File: src/rtl/dwf_pkg.sv
package dwf_pkg;

  typedef enum logic [1:0] {
    KIND_SHORT        = 2'd0,
    KIND_SHORT_PADDED = 2'd1,
    KIND_LONG         = 2'd2
  } ins_kind_e;

  localparam int LANES = 2;

endpackage

File: src/rtl/dwf_classify.sv
module dwf_classify
  import dwf_pkg::*;
#(
  parameter int WORD_W = 16,
  parameter int OP_W   = 4
) (
  input  logic [2*WORD_W-1:0] pair,
  output logic [WORD_W-1:0]   first_word,
  output logic [WORD_W-1:0]   operand,
  output logic                is_long,
  output ins_kind_e           kind
);

  localparam int LONG_BIT = WORD_W - OP_W;

  logic [WORD_W-1:0] lane [LANES];

  for (genvar g = 0; g < LANES; g++) begin : g_lane
    assign lane[g] = pair[g*WORD_W +: WORD_W];
  end

  logic second_is_pad;

  always_comb begin
    first_word    = lane[0];
    is_long       = lane[0][LONG_BIT];
    second_is_pad = (lane[1] == '0);
    if (is_long) begin
      kind    = KIND_LONG;
      operand = lane[1];
    end else if (second_is_pad) begin
      kind    = KIND_SHORT_PADDED;
      operand = '0;
    end else begin
      kind    = KIND_SHORT;
      operand = '0;
    end
  end

endmodule

File: src/rtl/dwf_iptr.sv
module dwf_iptr
  import dwf_pkg::*;
#(
  parameter int ADDR_W     = 10,
  parameter int RESET_ADDR = 0
) (
  input  logic              clk,
  input  logic              rst_n,
  input  logic              advance,
  input  ins_kind_e         kind,
  input  logic              redirect,
  input  logic [ADDR_W-1:0] target,
  output logic [ADDR_W-1:0] iptr
);

  localparam logic [ADDR_W-1:0] START = ADDR_W'(RESET_ADDR);

  logic [ADDR_W-1:0] step;
  logic [ADDR_W-1:0] aligned_target;

  always_comb begin
    step = (kind == KIND_SHORT) ? ADDR_W'(1) : ADDR_W'(2);
    aligned_target = {target[ADDR_W-1:1], 1'b0};
  end

  always_ff @(posedge clk or negedge rst_n) begin
    if (!rst_n) begin
      iptr <= START;
    end else if (redirect) begin
      iptr <= aligned_target;
    end else if (advance) begin
      iptr <= iptr + step;
    end
  end

endmodule

File: src/rtl/dwf_ireg.sv
module dwf_ireg #(
  parameter int WORD_W = 16,
  parameter int ADDR_W = 10
) (
  input  logic              clk,
  input  logic              rst_n,
  input  logic              load,
  input  logic              flush,
  input  logic [WORD_W-1:0] in_instr,
  input  logic [WORD_W-1:0] in_operand,
  input  logic              in_long,
  input  logic [ADDR_W-1:0] in_pc,
  output logic              valid,
  output logic [WORD_W-1:0] instr,
  output logic [WORD_W-1:0] operand,
  output logic              is_long,
  output logic [ADDR_W-1:0] pc
);

  always_ff @(posedge clk or negedge rst_n) begin
    if (!rst_n) begin
      valid <= 1'b0;
    end else if (flush) begin
      valid <= 1'b0;
    end else if (load) begin
      valid <= 1'b1;
    end
  end

  always_ff @(posedge clk or negedge rst_n) begin
    if (!rst_n) begin
      instr   <= '0;
      operand <= '0;
      is_long <= 1'b0;
      pc      <= '0;
    end else if (load && !flush) begin
      instr   <= in_instr;
      operand <= in_operand;
      is_long <= in_long;
      pc      <= in_pc;
    end
  end

endmodule

File: src/rtl/dwfetch_unit.sv
module dwfetch_unit
  import dwf_pkg::*;
#(
  parameter int WORD_W     = 16,
  parameter int OP_W       = 4,
  parameter int ADDR_W     = 10,
  parameter int RESET_ADDR = 0
) (
  input  logic                clk,
  input  logic                rst_n,
  output logic [ADDR_W-1:0]   code_addr,
  input  logic [2*WORD_W-1:0] code_rdata,
  input  logic                redirect_valid,
  input  logic [ADDR_W-1:0]   redirect_target,
  output logic                out_valid,
  input  logic                out_ready,
  output logic [WORD_W-1:0]   out_instr,
  output logic [WORD_W-1:0]   out_operand,
  output logic                out_long,
  output logic [ADDR_W-1:0]   out_pc
);

  logic [WORD_W-1:0] f_word;
  logic [WORD_W-1:0] f_operand;
  logic              f_long;
  ins_kind_e         f_kind;
  logic [ADDR_W-1:0] iptr;
  logic              slot_free;
  logic              take;

  assign slot_free = !out_valid || out_ready;
  assign take      = slot_free && !redirect_valid;
  assign code_addr = iptr;

  dwf_classify #(
    .WORD_W (WORD_W),
    .OP_W   (OP_W)
  ) u_classify (
    .pair       (code_rdata),
    .first_word (f_word),
    .operand    (f_operand),
    .is_long    (f_long),
    .kind       (f_kind)
  );

  dwf_iptr #(
    .ADDR_W     (ADDR_W),
    .RESET_ADDR (RESET_ADDR)
  ) u_iptr (
    .clk      (clk),
    .rst_n    (rst_n),
    .advance  (take),
    .kind     (f_kind),
    .redirect (redirect_valid),
    .target   (redirect_target),
    .iptr     (iptr)
  );

  dwf_ireg #(
    .WORD_W (WORD_W),
    .ADDR_W (ADDR_W)
  ) u_ireg (
    .clk        (clk),
    .rst_n      (rst_n),
    .load       (take),
    .flush      (redirect_valid),
    .in_instr   (f_word),
    .in_operand (f_operand),
    .in_long    (f_long),
    .in_pc      (iptr),
    .valid      (out_valid),
    .instr      (out_instr),
    .operand    (out_operand),
    .is_long    (out_long),
    .pc         (out_pc)
  );

endmodule

File: config.mk
export PLATFORM = sky130hd
export DESIGN_NAME = dwfetch_unit
export DESIGN_NICKNAME = d
export VERILOG_FILES = /design/src/rtl/dwf_pkg.sv /design/src/rtl/dwf_classify.sv /design/src/rtl/dwf_iptr.sv /design/src/rtl/dwf_ireg.sv /design/src/rtl/dwfetch_unit.sv
export SDC_FILE = /design/constraint.sdc
export NUM_CORES = 1
export LEC_CHECK = 0
export BUFFER_PORTS_ARGS = -buffer_cell sky130_fd_sc_hd__buf_2
export CAP_MARGIN = 20
export CELL_PAD_IN_SITES_DETAIL_PLACEMENT = 2
export CELL_PAD_IN_SITES_GLOBAL_PLACEMENT = 2
export CORE_MARGIN = 2
export CORE_UTILIZATION = 26
export CTS_CLUSTER_DIAMETER = 100
export DETAILED_ROUTE_END_ITERATION = 16
export PLACE_DENSITY_LB_ADDON = 0.1
export SYNTH_ARGS = -nofsm -noshare
export SYNTH_HDL_FRONTEND = slang
export SYNTH_SLANG_ARGS = --single-unit
File: constraint.sdc
create_clock -name clk -period 1.7 [get_ports clk]
set_clock_uncertainty 0.05 [all_clocks]
set_input_delay 0.17 -clock clk [delete_from_list [all_inputs] [get_ports clk]]
set_output_delay 0.17 -clock clk [all_outputs]
set_load 0.02 [all_outputs]
==> Implementation_results.wiki, run 1 <==
{| class="wikitable"
! Metric !! Value
|-
| Clock-pin transition on the worst setup and hold timing paths || 0.10 ns
|-
| Number of nets with antenna violations after detailed routing || 0
|-
| Register bit count reported by yosys || 53
|-
| Per-cell routed wire length || 15.38 um
|-
| Number of violations reported at the end of detailed-routing iteration 0 || 32
|-
| Final Hold Fails || 0
|-
| Global placer's final weighted congestion || 0.6617
|-
| Die Area || 9508 sq um
|-
| Pins Over Slew Limit || 0
|-
| Pin count of the biggest net entering global routing || 54
|-
| Overall power after layout || 0.003246 W
|-
| Sequential-to-total area share from yosys stat || 0.5834
|-
| Total power divided by cell area || 953.0 nW/um^2
|-
| Detail Placement HPWL || 4980 um
|-
| Netlist area before placement || 2273 sq um
|-
| Placement row count || 34
|-
| Cell taking the most area after synthesis || sky130_fd_sc_hd__dfrtp_1
|-
| Met2 routed wirelength || 3679 um
|-
| Total GRT Usage || 0.1656
|-
| Met3 Wirelength || 315 um
|-
| Via count of the routed design || 2221
|-
| Die Wd || 97.51 um
|-
| Root Buffer Master || sky130_fd_sc_hd__clkbuf_8
|-
| Max Cap Viol || 0
|-
| Number of setup violations in the final report || 0
|-
| DR vias/cell || 4.551
|-
| # H-tree levels || 2
|-
| Yosys warns || 0
|-
| Clock latency of the later-clocked register in the worst-skew pair || 0.30 ns
|-
| Sum of routed wire length over all layers || 7507 um
|-
| Data arrival time of the worst path || 1.83 ns
|-
| Relative slew slack || 0.5960
|-
| Highest net fanout along the worst path || 4
|-
| Number of diodes || 0
|-
| CTS max path bufs || 2
|-
| Mapped Avg Cell Area || 9.057 sq um
|-
| Setup crit start kind || input pin
|-
| Drt drc || 0
|-
| # nets final || 428
|-
| Std-Cell Core Area || 8593 sq um
|-
| Worst Setup Path Type || input pin to flip-flop
|-
| Post-synth top area share || 0.5834
|-
| Cell leakage power || 1.837 nW
|-
| Worst vdd ir || 0.3081 mV
|-
| TritonRoute pass-1 iters || 4
|-
| Floorplan die height || 97.51 um
|-
| Port Buffer Count || 98
|-
| Wire length of the first global-routing pass || 12740 um
|-
| Result of the run || complete, no violations
|-
| Via count of the first global-routing pass || 2465
|-
| GR Overflow Total || 0
|-
| Initial Utilization || 0.2646
|-
| Nets in the synthesized netlist || 300
|-
| Required time of the critical path || 1.84 ns
|-
| Total number of clock tree sinks || 53
|-
| Met1 wire length || 3469 um
|-
| Share of post-route cells with drive strength above 1 || 0.3763
|-
| Highest achievable clock rate || 592.2 MHz
|-
| Synthesis-to-finish area growth || 49.81%
|-
| Measured slew at the worst slew-check pin || 0.6046 ns
|-
| Number of standard cells after synthesis || 251
|-
| Number of antenna violations at the first check in global routing || 0
|-
| Path class of the lowest-slack min-delay path || input pin to flip-flop
|-
| Synth area leaders || sky130_fd_sc_hd__dfrtp_1 (58%), sky130_fd_sc_hd__nand2_1 (20%), sky130_fd_sc_hd__nand3_1 (4.6%)
|-
| Post-synth cell types || 29
|-
| Final Core Density || 0.3963
|-
| Top layer used by detailed routing || met4
|-
| Critical path capture point type || flip-flop
|-
| Shortest clock period the worst path allows after layout || 1.689 ns
|-
| Top Ports || 100
|-
| Number of CTS-inserted buffers || 5
|-
| Final worst path period share || 0.9934
|-
| Clock tree from TritonCTS || built
|}
final cells by class:
cell class	count	area, sq um
clock buffer	6	82.58
clock inverter	2	37.54
fill	986	5187
inverter	2	21.27
multi-input combinational	183	967.2
sequential	53	1326
tap	108	135.1
timing repair buffer	134	835.8
synth_stat cells:
master,number
sky130_fd_sc_hd__xor2_1,7
sky130_fd_sc_hd__buf_2,2
sky130_fd_sc_hd__inv_1,1
sky130_fd_sc_hd__a21oi_1,1
sky130_fd_sc_hd__bufinv_8,1
sky130_fd_sc_hd__o21ai_1,8
sky130_fd_sc_hd__fa_1,1
sky130_fd_sc_hd__and4_4,1
sky130_fd_sc_hd__nand2_1,123
sky130_fd_sc_hd__a21o_1,1
sky130_fd_sc_hd__and3_1,1
sky130_fd_sc_hd__or4_1,1
sky130_fd_sc_hd__buf_4,2
sky130_fd_sc_hd__nor2b_1,1
sky130_fd_sc_hd__o211ai_1,1
sky130_fd_sc_hd__nand2b_1,1
sky130_fd_sc_hd__nand3_1,21
sky130_fd_sc_hd__and3_2,1
sky130_fd_sc_hd__dfrtp_1,53
sky130_fd_sc_hd__ha_1,2
sky130_fd_sc_hd__buf_8,1
sky130_fd_sc_hd__clkbuf_1,7
sky130_fd_sc_hd__nand4_1,3
sky130_fd_sc_hd__nand2_2,1
sky130_fd_sc_hd__mux2i_1,1
sky130_fd_sc_hd__buf_1,2
sky130_fd_sc_hd__nor2_1,1
sky130_fd_sc_hd__nor4_1,4
sky130_fd_sc_hd__a41o_1,1
power by group:
group,internal [W],total [W],switching (W)
Sequential,0.00140,0.00150,0.0000943
Clock,0.000480,0.000917,0.000437
Combinational,0.000317,0.000832,0.000515
Total,0.00220,0.00325,0.00105
cells in the final DEF, fill, tap and decap left out:
cell type and count:
sky130_fd_sc_hd__or4_1 1, sky130_fd_sc_hd__and3_2 1, sky130_fd_sc_hd__inv_2 1, sky130_fd_sc_hd__buf_6 4, sky130_fd_sc_hd__a21o_4 1, sky130_fd_sc_hd__nor2_4 2, sky130_fd_sc_hd__and4_4 1, sky130_fd_sc_hd__dlygate4sd3_1 16
sky130_fd_sc_hd__mux2i_1 1, sky130_fd_sc_hd__a41o_1 1, sky130_fd_sc_hd__ha_4 2, sky130_fd_sc_hd__dfrtp_1 53, sky130_fd_sc_hd__bufinv_8 1, sky130_fd_sc_hd__nand2b_1 1, sky130_fd_sc_hd__nor4_2 1, sky130_fd_sc_hd__and3_1 1
sky130_fd_sc_hd__nand4_1 3, sky130_fd_sc_hd__nand3_2 2, sky130_fd_sc_hd__a21oi_1 1, sky130_fd_sc_hd__o21ai_1 8, sky130_fd_sc_hd__bufinv_16 1, sky130_fd_sc_hd__o211ai_1 1, sky130_fd_sc_hd__nand2_1 123, sky130_fd_sc_hd__clkbuf_8 6
sky130_fd_sc_hd__buf_2 95, sky130_fd_sc_hd__nand3_1 19, sky130_fd_sc_hd__nor2b_1 1, sky130_fd_sc_hd__buf_12 1, sky130_fd_sc_hd__buf_4 18, sky130_fd_sc_hd__xor2_1 7, sky130_fd_sc_hd__clkinvlp_4 1, sky130_fd_sc_hd__nor4_4 3
sky130_fd_sc_hd__nand2_2 1, sky130_fd_sc_hd__fa_2 1
path summary, 6_finish.rpt:
| kind | start | end | slack [ns] | cells after the start |
|---|---|---|---|---|
| setup / recovery | code_rdata[31] | u_iptr.iptr[2]$_DFFE_PN0P_ | 0.01 | 9 |
| hold / removal | redirect_target[9] | u_iptr.iptr[9]$_DFFE_PN0P_ | 0.03 | 3 |
| setup reg to reg | u_iptr.iptr[0]$_DFFE_PN0P_ | u_iptr.iptr[8]$_DFFE_PN0P_ | 0.14 | 5 |
| hold reg to reg | u_ireg.operand[5]$_DFFE_PN0P_ | u_ireg.operand[5]$_DFFE_PN0P_ | 0.42 | 2 |
| max in group asynchronous | rst_n | u_iptr.iptr[2]$_DFFE_PN0P_ | 1.02 | 3 |
| min in group asynchronous | rst_n | u_ireg.operand[5]$_DFFE_PN0P_ | 0.33 | 3 |
registers in the layout, indices dropped and copies added, names as in the netlist:
name and count:
u_iptr.iptr 10, u_ireg.instr 16, u_ireg.valid 1, u_ireg.operand 16, u_ireg.pc 10
cell families after synthesis:
| family | synth area share |
|---|---|
| AND/OR/NAND/NOR | 0.2928 |
| XOR/XNOR | 0.02697 |
| multiplexers | 0.004403 |
| buffers and inverters | 0.04183 |
| flip-flops | 0.5834 |
| adder cells (fa/ha/maj) | 0.01981 |
| AO/OA/AOI/OAI | 0.03082 |
per-stage QoR:
stage | std cells | area [sq um] | hold slack (ns) | TNS, ns | setup WS, ns
after floorplan | 251 | 2307 | -0.1756 | -0.07612 | -0.02905
after CTS | 487 | 3321 | 0.02299 | 0 | 0.01983
after global routing | 488 | 3406 | 0.03229 | -0.04634 | -0.02783
after global placement | 462 | 3020 | 0.1470 | -4.191 | -0.3046
final | 488 | 3406 | 0.02966 | 0 | 0.01127
after detailed placement | 462 | 3020 | 0.1488 | -4.779 | -0.3492
timing repair:
action / in CTS / in global routing
buffers inserted: 0 / 1
hold buffers: 16 / 0
pin swaps: 2 / 9
gates cloned: 1 / 0
gates resized for setup: 2 / 15
hold endpoints to repair: 68 / 0
endpoints found under the setup margin: 45 / 6
critical path, cell delays in order:
cell	delay, ns
sky130_fd_sc_hd__buf_6	0.10
sky130_fd_sc_hd__nor4_4	0.29
sky130_fd_sc_hd__a41o_1	0.30
sky130_fd_sc_hd__inv_2	0.06
sky130_fd_sc_hd__ha_4	0.16
sky130_fd_sc_hd__fa_2	0.38
sky130_fd_sc_hd__nand2_1	0.11
sky130_fd_sc_hd__xor2_1	0.16
sky130_fd_sc_hd__o21ai_1	0.09
routing by layer:
metal,GRT usage,up-vias
met3,0.02734,4
met4,0.03526,0
met5,0,-
met1,0.2327,1102
met2,0.2700,58
li1,-,1057
(Power assumes the default switching activity.)
==> run 2, diff against run 1 <==
==> constraint.sdc (replaced) <==
create_clock -name clk -period 1.88 [get_ports clk]
set_clock_uncertainty 0.05 [all_clocks]
set_input_delay 0 -clock clk [delete_from_list [all_inputs] [get_ports clk]]
set_output_delay 0 -clock clk [all_outputs]
set_load 0.02 [all_outputs]
==> Implementation_results.wiki, run 2 (same netlist as run 1, synthesis figures left out) <==
{| class="wikitable"
! Metric !! Value
|-
| # H-tree levels || 2
|-
| DR vias/cell || 4.566
|-
| Relative slew slack || 0.5374
|-
| Final Core Density || 0.4054
|-
| Pin count of the biggest net entering global routing || 43
|-
| Final worst path period share || 0.9157
|-
| Leading registers by flop count || u_ireg.instr x16, u_ireg.operand x16
|-
| Sum of routed wire length over all layers || 7876 um
|-
| Number of setup violations in the final report || 0
|-
| Cell leakage power || 1.888 nW
|-
| Worst Setup Path Type || input pin to flip-flop
|-
| Drt drc || 0
|-
| Number of antenna violations at the first check in global routing || 0
|-
| Shortest clock period the worst path allows after layout || 1.722 ns
|-
| Wire length of the first global-routing pass || 12920 um
|-
| Total number of clock tree sinks || 53
|-
| Global placer's final weighted congestion || 0.7419
|-
| Synthesis-to-finish area growth || 53.22%
|-
| Post-placement cell count || 453
|-
| Number of cells in the finished layout apart from fillers || 505
|-
| Most frequent cells in the layout || sky130_fd_sc_hd__nand2_1 (123), sky130_fd_sc_hd__buf_2 (98), sky130_fd_sc_hd__dfrtp_1 (53)
|-
| Data arrival time of the worst path || 1.86 ns
|-
| Area of the multi-input gates || 883.3 sq um
|-
| Per-cell routed wire length || 15.60 um
|-
| Required time of the critical path || 2.02 ns
|-
| Path class of the lowest-slack min-delay path || input pin to flip-flop
|-
| Worst vdd ir || 0.2875 mV
|-
| Total GRT Usage || 0.1670
|-
| Top Ports || 100
|-
| Detail Placement HPWL || 5214 um
|-
| Floorplan die height || 97.51 um
|-
| Area of all sequential standard cells || 1326 sq um
|-
| Number of CTS-inserted buffers || 5
|-
| Result of the run || complete, no violations
|-
| TritonRoute pass-1 iters || 3
|-
| Port Buffer Count || 98
|-
| Final Hold Fails || 0
|-
| Worst hold path stage count || 4
|-
| Number of nets with antenna violations after detailed routing || 0
|-
| # nets final || 446
|-
| Depth of the worst register-to-register path || 5
|-
| Initial Utilization || 0.2646
|-
| Setup fix buffers added after clock tree synthesis || 0
|-
| Share of post-route cells with drive strength above 1 || 0.3073
|-
| Critical path capture point type || flip-flop
|-
| Die Area || 9508 sq um
|-
| Via count of the routed design || 2306
|-
| Summed area of non-filler cells in the final layout || 3483 sq um
|-
| Pins Over Slew Limit || 0
|-
| Number of diodes || 0
|-
| Clock-pin transition on the worst setup and hold timing paths || 0.10 ns
|-
| Overall power after layout || 0.002768 W
|-
| Highest achievable clock rate || 580.9 MHz
|-
| Via count of the first global-routing pass || 2569
|-
| Total power divided by cell area || 794.6 nW/um^2
|-
| Most common library cell in the layout ignoring fill and taps || sky130_fd_sc_hd__nand2_1
|-
| Placement row count || 34
|-
| GR Overflow Total || 0
|-
| Standard cell area after detailed placement || 2933 sq um
|-
| Clock latency of the later-clocked register in the worst-skew pair || 0.30 ns
|-
| Max Cap Viol || 0
|-
| CTS max path bufs || 2
|-
| Measured slew at the worst slew-check pin || 0.6925 ns
|-
| Die Wd || 97.51 um
|-
| Highest net fanout along the worst path || 4
|-
| Setup crit start kind || input pin
|-
| Std-Cell Core Area || 8593 sq um
|-
| Number of violations reported at the end of detailed-routing iteration 0 || 31
|-
| Layout filler cell count || 985
|-
| RSZ-0062 raised after global routing || no
|-
| Setup_tns || 0 ns
|-
| Root Buffer Master || sky130_fd_sc_hd__clkbuf_8
|-
| Clock tree from TritonCTS || built
|}
[run 2: path summary, 6_finish.rpt]
check                                                    start                             end  slack (ns)
min in group asynchronous                                rst_n   u_ireg.operand[2]$_DFFE_PN0P_        0.16
worst min-delay path                            code_rdata[12]    u_ireg.instr[12]$_DFFE_PN0P_        0.11
worst max-delay path                            code_rdata[26]      u_iptr.iptr[4]$_DFFE_PN0P_        0.16
worst max register to register      u_iptr.iptr[0]$_DFFE_PN0P_      u_iptr.iptr[4]$_DFFE_PN0P_        0.18
max in group asynchronous                                rst_n     u_ireg.instr[3]$_DFFE_PN0P_        1.04
worst min register to register  u_ireg.operand[14]$_DFFE_PN0P_  u_ireg.operand[14]$_DFFE_PN0P_        0.42
[run 2: area by class of cell]
class,count,share of cell area
clock buffers,7,0.02478
inverters,2,0.006106
multi-input cells,183,0.2536
flip-flops and latches,53,0.3807
well taps,108,0.03879
repair buffers,152,0.2960
[run 2: per-stage QoR]
| step | hold slack, ns | setup slack [ns] |
|---|---|---|
| after floorplan | -0.3456 | 0.2395 |
| after global placement | -0.03493 | -0.1922 |
| after detailed placement | -0.02684 | -0.3018 |
| after CTS | 0.09672 | 0.02045 |
| after global routing | 0.1317 | 0.03100 |
| final | 0.1125 | 0.1585 |
[run 2: worst max-delay path, cell delays in order]
cell	delay (ns)
sky130_fd_sc_hd__buf_2	0.11
sky130_fd_sc_hd__nor4_2	0.36
sky130_fd_sc_hd__a41o_1	0.27
sky130_fd_sc_hd__inv_1	0.05
sky130_fd_sc_hd__ha_1	0.20
sky130_fd_sc_hd__fa_1	0.45
sky130_fd_sc_hd__nand4_1	0.13
sky130_fd_sc_hd__xor2_1	0.20
sky130_fd_sc_hd__o21ai_1	0.09
[run 2: report_power, final]
| group | leakage [nW] | switching, W | total (W) | internal [W] |
|---|---|---|---|---|
| Clock | 0.0443 | 0.000361 | 0.000655 | 0.000294 |
| Combinational | 1.18 | 0.000459 | 0.000756 | 0.000297 |
| Sequential | 0.665 | 0.0000886 | 0.00136 | 0.00127 |
| Total | 1.89 | 0.000909 | 0.00277 | 0.00186 |
[run 2: routing by layer]
layer / up-vias / GRT usage / share of wire
met5: - / 0 / 0
met4: 0 / 0.02564 / 0.0033
met3: 2 / 0.02662 / 0.038
met2: 56 / 0.3034 / 0.51
met1: 1155 / 0.2129 / 0.45
li1: 1093 / - / -
[run 2: repair_timing]
item / 4_1_cts / 5_1_grt
endpoints found under the hold margin: 62 / 0
endpoints found under the setup margin: 0 / 40
resized for setup: 0 / 3
hold buffers: 44 / 0
